$ cat config.mk
export PLATFORM = sky130hd
export DESIGN_NAME = peer_msg_seq
export DESIGN_NICKNAME = d
export VERILOG_FILES = /design/src/rtl/peer_seq_pkg.sv /design/src/rtl/msg_asm.sv /design/src/rtl/peer_tbl.sv /design/src/rtl/seq_ctrl.sv /design/src/rtl/peer_msg_seq.sv
export SDC_FILE = /design/constraint.sdc
export NUM_CORES = 1
export LEC_CHECK = 0
export CAP_MARGIN = 5
export CORE_MARGIN = 5
export CORE_UTILIZATION = 55
export DETAILED_ROUTE_END_ITERATION = 6
export PLACE_DENSITY_LB_ADDON = 0.2
export SLEW_MARGIN = 5
export SYNTH_ARGS = -nofsm -noshare
export SYNTH_HDL_FRONTEND = slang
export SYNTH_SLANG_ARGS = --single-unit
$ cat constraint.sdc
create_clock -name clk -period 3 [get_ports clk]
set_input_delay 0.6 -clock clk [delete_from_list [all_inputs] [get_ports clk]]
set_output_delay 0.6 -clock clk [all_outputs]
set_load 0.02 [all_outputs]
$ cat src/rtl/peer_seq_pkg.sv
package peer_seq_pkg;

  typedef enum logic [2:0] {
    PH_VER,
    PH_ID,
    PH_SHM,
    PH_PEERS,
    PH_OWN,
    PH_RUN,
    PH_CLOSED
  } phase_t;

  typedef struct packed {
    logic [63:0] value;
    logic        handle;
  } msg_t;

endpackage

$ cat src/rtl/msg_asm.sv
module msg_asm
  import peer_seq_pkg::*;
(
  input  logic       clk,
  input  logic       rst_n,
  input  logic       accept_en,
  input  logic       in_valid,
  output logic       in_ready,
  input  logic [7:0] in_data,
  input  logic       in_handle,
  output logic       msg_valid,
  output msg_t       msg
);

  localparam int BYTES = 8;
  localparam int BW    = $clog2(BYTES);

  logic [BW-1:0] idx;
  logic [55:0]   low_bytes;
  logic          fire;

  assign in_ready = accept_en;
  assign fire     = in_valid && in_ready;

  always_ff @(posedge clk) begin
    if (!rst_n) begin
      idx       <= '0;
      low_bytes <= '0;
      msg_valid <= 1'b0;
      msg       <= '0;
    end else begin
      msg_valid <= 1'b0;
      if (fire) begin
        if (idx == BW'(BYTES - 1)) begin
          msg.value  <= {in_data, low_bytes};
          msg.handle <= in_handle;
          msg_valid  <= 1'b1;
          idx        <= '0;
        end else begin
          low_bytes[{idx, 3'b000} +: 8] <= in_data;
          idx                           <= idx + 1'b1;
        end
      end
    end
  end

  // A message needs eight transfers, so two back-to-back pulses are impossible.
  assert_msg_spacing_R1: assert property (@(posedge clk) disable iff (!rst_n)
    msg_valid |=> !msg_valid);

endmodule

$ cat src/rtl/peer_tbl.sv
module peer_tbl #(
  parameter int NUM_PEERS = 16,
  parameter int NUM_VEC   = 4,
  localparam int PW = $clog2(NUM_PEERS),
  localparam int VW = $clog2(NUM_VEC + 1)
) (
  input  logic          clk,
  input  logic          rst_n,
  input  logic          conn_en,
  input  logic          disc_en,
  input  logic [PW-1:0] idx,
  input  logic [PW-1:0] q_idx,
  output logic          q_conn,
  output logic [VW-1:0] q_cnt
);

  logic          conn_q [NUM_PEERS];
  logic [VW-1:0] cnt_q  [NUM_PEERS];

  for (genvar g = 0; g < NUM_PEERS; g++) begin : g_entry
    logic hit;
    assign hit = (idx == PW'(g));

    always_ff @(posedge clk) begin
      if (!rst_n) begin
        conn_q[g] <= 1'b0;
        cnt_q[g]  <= '0;
      end else if (hit && disc_en) begin
        conn_q[g] <= 1'b0;
        cnt_q[g]  <= '0;
      end else if (hit && conn_en) begin
        conn_q[g] <= 1'b1;
        if (cnt_q[g] != VW'(NUM_VEC)) cnt_q[g] <= cnt_q[g] + 1'b1;
      end
    end

    assert_idle_entry_empty_R8: assert property (@(posedge clk) disable iff (!rst_n)
      !conn_q[g] |-> (cnt_q[g] == '0));
    assert_vec_cap_R5: assert property (@(posedge clk) disable iff (!rst_n)
      cnt_q[g] <= VW'(NUM_VEC));
  end

  always_comb begin
    q_conn = 1'b0;
    q_cnt  = '0;
    for (int i = 0; i < NUM_PEERS; i++) begin
      if (q_idx == PW'(i)) begin
        q_conn = conn_q[i];
        q_cnt  = cnt_q[i];
      end
    end
  end

endmodule

$ cat src/rtl/seq_ctrl.sv
module seq_ctrl
  import peer_seq_pkg::*;
#(
  parameter int NUM_PEERS = 16,
  parameter int NUM_VEC   = 4,
  localparam int PW = $clog2(NUM_PEERS),
  localparam int VW = $clog2(NUM_VEC + 1)
) (
  input  logic          clk,
  input  logic          rst_n,
  input  logic          msg_valid,
  input  msg_t          msg,
  output logic [15:0]   own_id,
  output logic          setup_done,
  output logic          closed,
  output logic [VW-1:0] rx_cnt,
  output logic          tbl_conn,
  output logic          tbl_disc,
  output logic [PW-1:0] tbl_idx
);

  phase_t phase, nxt_phase;

  logic signed [63:0] sval;
  logic id_ok, is_own, tracked;
  logic err, do_conn, do_disc, rx_inc, set_done, ld_id;

  assign sval    = msg.value;
  assign id_ok   = (sval >= 64'sd0) && (sval <= 64'sd65535);
  assign is_own  = (msg.value == {48'd0, own_id});
  assign tracked = (msg.value < 64'(NUM_PEERS));
  assign tbl_idx = msg.value[PW-1:0];

  always_comb begin
    nxt_phase = phase;
    err       = 1'b0;
    do_conn   = 1'b0;
    do_disc   = 1'b0;
    rx_inc    = 1'b0;
    set_done  = 1'b0;
    ld_id     = 1'b0;
    if (msg_valid) begin
      unique case (phase)
        PH_VER: begin
          if (msg.value != 64'd0) err = 1'b1;
          else nxt_phase = PH_ID;
        end
        PH_ID: begin
          if (!id_ok) err = 1'b1;
          else begin
            ld_id     = 1'b1;
            nxt_phase = PH_SHM;
          end
        end
        PH_SHM: begin
          if (sval != -64'sd1 || !msg.handle) err = 1'b1;
          else nxt_phase = PH_PEERS;
        end
        PH_PEERS: begin
          if (!msg.handle || !id_ok) err = 1'b1;
          else if (is_own) begin
            rx_inc    = 1'b1;
            nxt_phase = PH_OWN;
          end else begin
            do_conn = tracked;
          end
        end
        PH_OWN, PH_RUN: begin
          if (phase == PH_OWN && is_own && msg.handle) begin
            rx_inc = 1'b1;
          end else begin
            set_done  = (phase == PH_OWN);
            nxt_phase = PH_RUN;
            if (!id_ok || is_own) err = 1'b1;
            else if (msg.handle) do_conn = tracked;
            else do_disc = tracked;
          end
        end
        default: ;
      endcase
      if (err) nxt_phase = PH_CLOSED;
    end
  end

  assign tbl_conn = do_conn && !err;
  assign tbl_disc = do_disc && !err;
  assign closed   = (phase == PH_CLOSED);

  always_ff @(posedge clk) begin
    if (!rst_n) begin
      phase      <= PH_VER;
      own_id     <= '0;
      setup_done <= 1'b0;
      rx_cnt     <= '0;
    end else begin
      phase <= nxt_phase;
      if (ld_id) own_id <= msg.value[15:0];
      if (set_done && !err) setup_done <= 1'b1;
      if (rx_inc && rx_cnt != VW'(NUM_VEC)) rx_cnt <= rx_cnt + 1'b1;
    end
  end

  assert_close_sticky_R2: assert property (@(posedge clk) disable iff (!rst_n)
    closed |=> closed);
  assert_done_needs_rx_R7: assert property (@(posedge clk) disable iff (!rst_n)
    setup_done |-> (rx_cnt != '0));
  assert_done_sticky_R7: assert property (@(posedge clk) disable iff (!rst_n)
    setup_done |=> setup_done);
  assert_rx_cap_R6: assert property (@(posedge clk) disable iff (!rst_n)
    rx_cnt <= VW'(NUM_VEC));
  assert_no_table_write_when_closed_R2: assert property (@(posedge clk) disable iff (!rst_n)
    closed |-> !(tbl_conn || tbl_disc));

endmodule

$ cat src/rtl/peer_msg_seq.sv
module peer_msg_seq
  import peer_seq_pkg::*;
#(
  parameter int NUM_PEERS = 16,
  parameter int NUM_VEC   = 4
) (
  input  logic                         clk,
  input  logic                         rst_n,
  input  logic                         in_valid,
  output logic                         in_ready,
  input  logic [7:0]                   in_data,
  input  logic                         in_handle,
  output logic [15:0]                  own_id,
  output logic                         setup_done,
  output logic                         closed,
  output logic [$clog2(NUM_VEC+1)-1:0] rx_vec_count,
  input  logic [$clog2(NUM_PEERS)-1:0] q_peer,
  output logic                         q_connected,
  output logic [$clog2(NUM_VEC+1)-1:0] q_vec_count
);

  localparam int PW = $clog2(NUM_PEERS);

  logic          msg_valid;
  msg_t          msg;
  logic          tbl_conn, tbl_disc;
  logic [PW-1:0] tbl_idx;

  msg_asm u_asm (
    .clk       (clk),
    .rst_n     (rst_n),
    .accept_en (!closed),
    .in_valid  (in_valid),
    .in_ready  (in_ready),
    .in_data   (in_data),
    .in_handle (in_handle),
    .msg_valid (msg_valid),
    .msg       (msg)
  );

  seq_ctrl #(.NUM_PEERS(NUM_PEERS), .NUM_VEC(NUM_VEC)) u_ctrl (
    .clk        (clk),
    .rst_n      (rst_n),
    .msg_valid  (msg_valid),
    .msg        (msg),
    .own_id     (own_id),
    .setup_done (setup_done),
    .closed     (closed),
    .rx_cnt     (rx_vec_count),
    .tbl_conn   (tbl_conn),
    .tbl_disc   (tbl_disc),
    .tbl_idx    (tbl_idx)
  );

  peer_tbl #(.NUM_PEERS(NUM_PEERS), .NUM_VEC(NUM_VEC)) u_tbl (
    .clk     (clk),
    .rst_n   (rst_n),
    .conn_en (tbl_conn),
    .disc_en (tbl_disc),
    .idx     (tbl_idx),
    .q_idx   (q_peer),
    .q_conn  (q_connected),
    .q_cnt   (q_vec_count)
  );

  assert_closed_blocks_input_R2: assert property (@(posedge clk) disable iff (!rst_n)
    closed |-> !in_ready);

endmodule

==> metrics.yaml <==
run_status:
  status: "complete, no violations"
floorplanning:
  chipHeight_um: 148
  die_width_um: 148
  ioPinCount: 42
  die-area_um2: 22000
  initial_core_util_pct: 56.1
  rows: 50
  fp.coreArea_um2: 18800
worst_setup_path:
  crit_top_cell: "nand2_1"
  arrival_ps: 2340
  critPathKind: "in2out"
  reg2reg_slack_ps: 180
  critPathSlowestCell: "clkdlybuf4s50_1"
  cpPeakStageDelay_ps: 470
  ff2ff_path_depth: 10
  crit_chain: "clkdlybuf4s50_1 > buf_6 > nand2_1 > nor2_2 > buf_4 > nand2_1 > o21ai_1 > nand2_1 > a32o_1 > dlygate4sd2_1"
  crit-reg2reg-launch: "u_asm.msg[53]"
  cp_num_buf_inv: 4
  crit_required_ps: 2400
  path_delay_family: "buffers and inverters"
  r2r-end: "u_tbl.cnt_q[4][2]"
  end_kind: "output port"
  worstPathMaxFanout: 15
  worstSetupStartpointType: "input pin"
logic_synthesis:
  ys_ff_latch: 212
  async_flop_share_pct: 0
  synth-edff-count: 63
  synth_top_area_share_pct: 28.4
  yosysTopAreaCell: "dfxtp_1"
  ys_warn_count: 0
  syn_area_um2: 10500
  synth-main-ff-cell: "dfxtp_1"
  seq_area_frac_synth_pct: 46.3
  syn_inst: 1155
  synth_area_leaders: "dfxtp_1, edfxtp_1, nand2_1, a21boi_0, ha_1"
  ys_types: 52
  syn_area_per_cell_um2: 9.11
  synth_nets: 1212
hold_path:
  hold_depth: 2
  min_to: "u_asm.low_bytes[25]"
  hold_path.class: "reg2reg"
  hp-start: "u_asm.low_bytes[25]"
clock_network:
  clock_latency_ps: 520
  cts_hold_buf: 0
  cts_tree: "yes"
  clock_sinks: 212
  cts_max_path_buffers: 3
  cts_root_buffer: "clkbuf_16"
  cts_buffers: 23
  cts_max_level: 1
  path_clk_slew_ps: 60
cells_and_area:
  fin_util_pct: 66.2
  area_delta_synth_final_pct: 18.1
  layoutNonFillerInstCount: 1485
  finalNetCount: 1291
  antennaDiodeCount: 0
  layout_commonest_cell: "nand2_1"
  layout-drive-gt1-share_pct: 11.4
  layout_common_cells: "nand2_1, dfxtp_1, a21boi_0"
power_and_ir_drop:
  peakVddDrop_mv: 0.410
  p_leak_uw: 0.00476
  power.density_nw_per_um2: 505
  power_uw: 6270
detailed_routing:
  drt-total-wl_um: 25200
  routedWlPerCell_um: 16.9
  vias_per_cell: 5.69
  vias: 8444
  first_iter_violations: 593
  ant_nets: 0
  drt_first_pass_iters: 5
  drcViolationCount: 0
sta:
  relSlewSlack_pct: 53.4
  fmax_ghz: 0.340
  drv_slew: 0
  layout_min_cycle_time_ps: 2940
  rsz0062_at_grt: "true"
  worst_pin_slew_ps: 698
  clock_skew_ps: 10.6
  fin_setup_tns_ps: 0
  finalCritPeriodShare_pct: 98.1
  hold_viol_final: 0
  setup_viol: 0
job:
  drv_cap: 0
placed_design:
  io_buffers: 41
  place_congestion: 0.847
  hpwl_um: 17400
  placed_cells_incl_taps: 1440
global_route:
  grt_pass1_wl_um: 41600
  grt_use_total_pct: 23.0
  antenna_found_initial: 0
  grt_max_degree: 110
  grt_pass1_vias: 8232
  grt_overflow: 0
power by group:
| part | internal [µW] | switching (µW) | total [µW] |
|---|---|---|---|
| Clock | 1690 | 1160 | 2850 |
| Combinational | 176 | 201 | 377 |
| Sequential | 3000 | 50.9 | 3050 |
cells in the mapped netlist, drive strengths merged (2+ instances only):
cell type / instances
mux4: 9
dfxtp: 149
nor2: 62
nand4: 24
nand4b: 4
and4: 5
nor4: 22
nand3b: 3
clkbuf: 57
o22ai: 3
o31ai: 5
a21boi: 76
o221ai: 2
buf: 9
a32o: 2
o21a: 2
nand2b: 9
and3: 17
a21oi: 22
nor3: 18
inv: 51
a211o: 7
mux2: 2
nand3: 17
ha: 41
o311ai: 5
nor4b: 2
edfxtp: 63
xnor2: 25
o211ai: 10
mux2i: 48
a21o: 3
nor2b: 41
nand2: 227
o21ai: 62
and2: 36
nor3b: 4
flip-flops by register name, summed over array words and instances, names as in the netlist:
signal and cells:
u_asm.msg 65, u_tbl.conn_q 16, u_asm.low_bytes 56, u_asm.msg_valid 1, u_ctrl.rx_cnt 3, u_asm.idx 3, u_ctrl.own_id 16, u_tbl.cnt_q 48
u_ctrl.phase 3, u_ctrl.setup_done 1
area by class of cell:
cell class / count / area (µm²)
Timing Repair Buffer: 120 / 1060
Sequential cell: 212 / 4870
Clock buffer: 34 / 692
Tap cell: 234 / 293
Inverter: 51 / 191
Fill cell: 1543 / 6340
Multi-Input combinational cell: 826 / 5230
Clock inverter: 8 / 80.1
through the flow:
step | worst slack [ps] | hold slack, ps | instance area, µm²
floorplan | 54.6 | 441 | 10500
global placement | -514 | 447 | 11600
detailed placement | -529 | 456 | 11600
CTS | 7.50 | 465 | 12400
global route | -113 | 479 | 12400
finish | 55.9 | 465 | 12400
how the worst max path moves through the flow:
stage / start / end / slack (ps) / depth (start not counted)
2_1_floorplan: q_peer[0] / q_vec_count[0] / 50 / 9
3_3_place_gp: q_peer[0] / q_connected / -510 / 8
3_5_place_dp: q_peer[0] / q_connected / -530 / 8
4_1_cts: q_peer[2] / q_connected / 8 / 10
5_1_grt: q_peer[2] / q_connected / -110 / 10
6_report: q_peer[2] / q_connected / 60 / 10
metal layers:
| layer | vias up | track usage, % | share of wire (%) |
|---|---|---|---|
| li1 | 4174 | - | - |
| met1 | 3963 | 28.6 | 42 |
| met2 | 226 | 39.8 | 49 |
| met3 | 81 | 3.05 | 4.6 |
| met4 | 0 | 10.4 | 5.1 |
| met5 | - | 0 | 0 |
worst min-delay path, stage by stage, from the launching register on:
cell and delay [ps]:
dfxtp_1 310, nand2_1 50, a21boi_0 60
cell families after synthesis:
logic type / synth area share, %
compound gates: 12.9
fa+ha+maj: 4.88
xor+xnor: 2.08
flops: 46.3
buf+inv: 4.22
mux: 6.71
simple gates: 22.9
repair_timing:
action	CTS	global route
buffers inserted	2	0
gates resized for setup	21	11
cloned	1	0
setup endpoints to repair	7	62
Power figures use the tool's default switching activity.
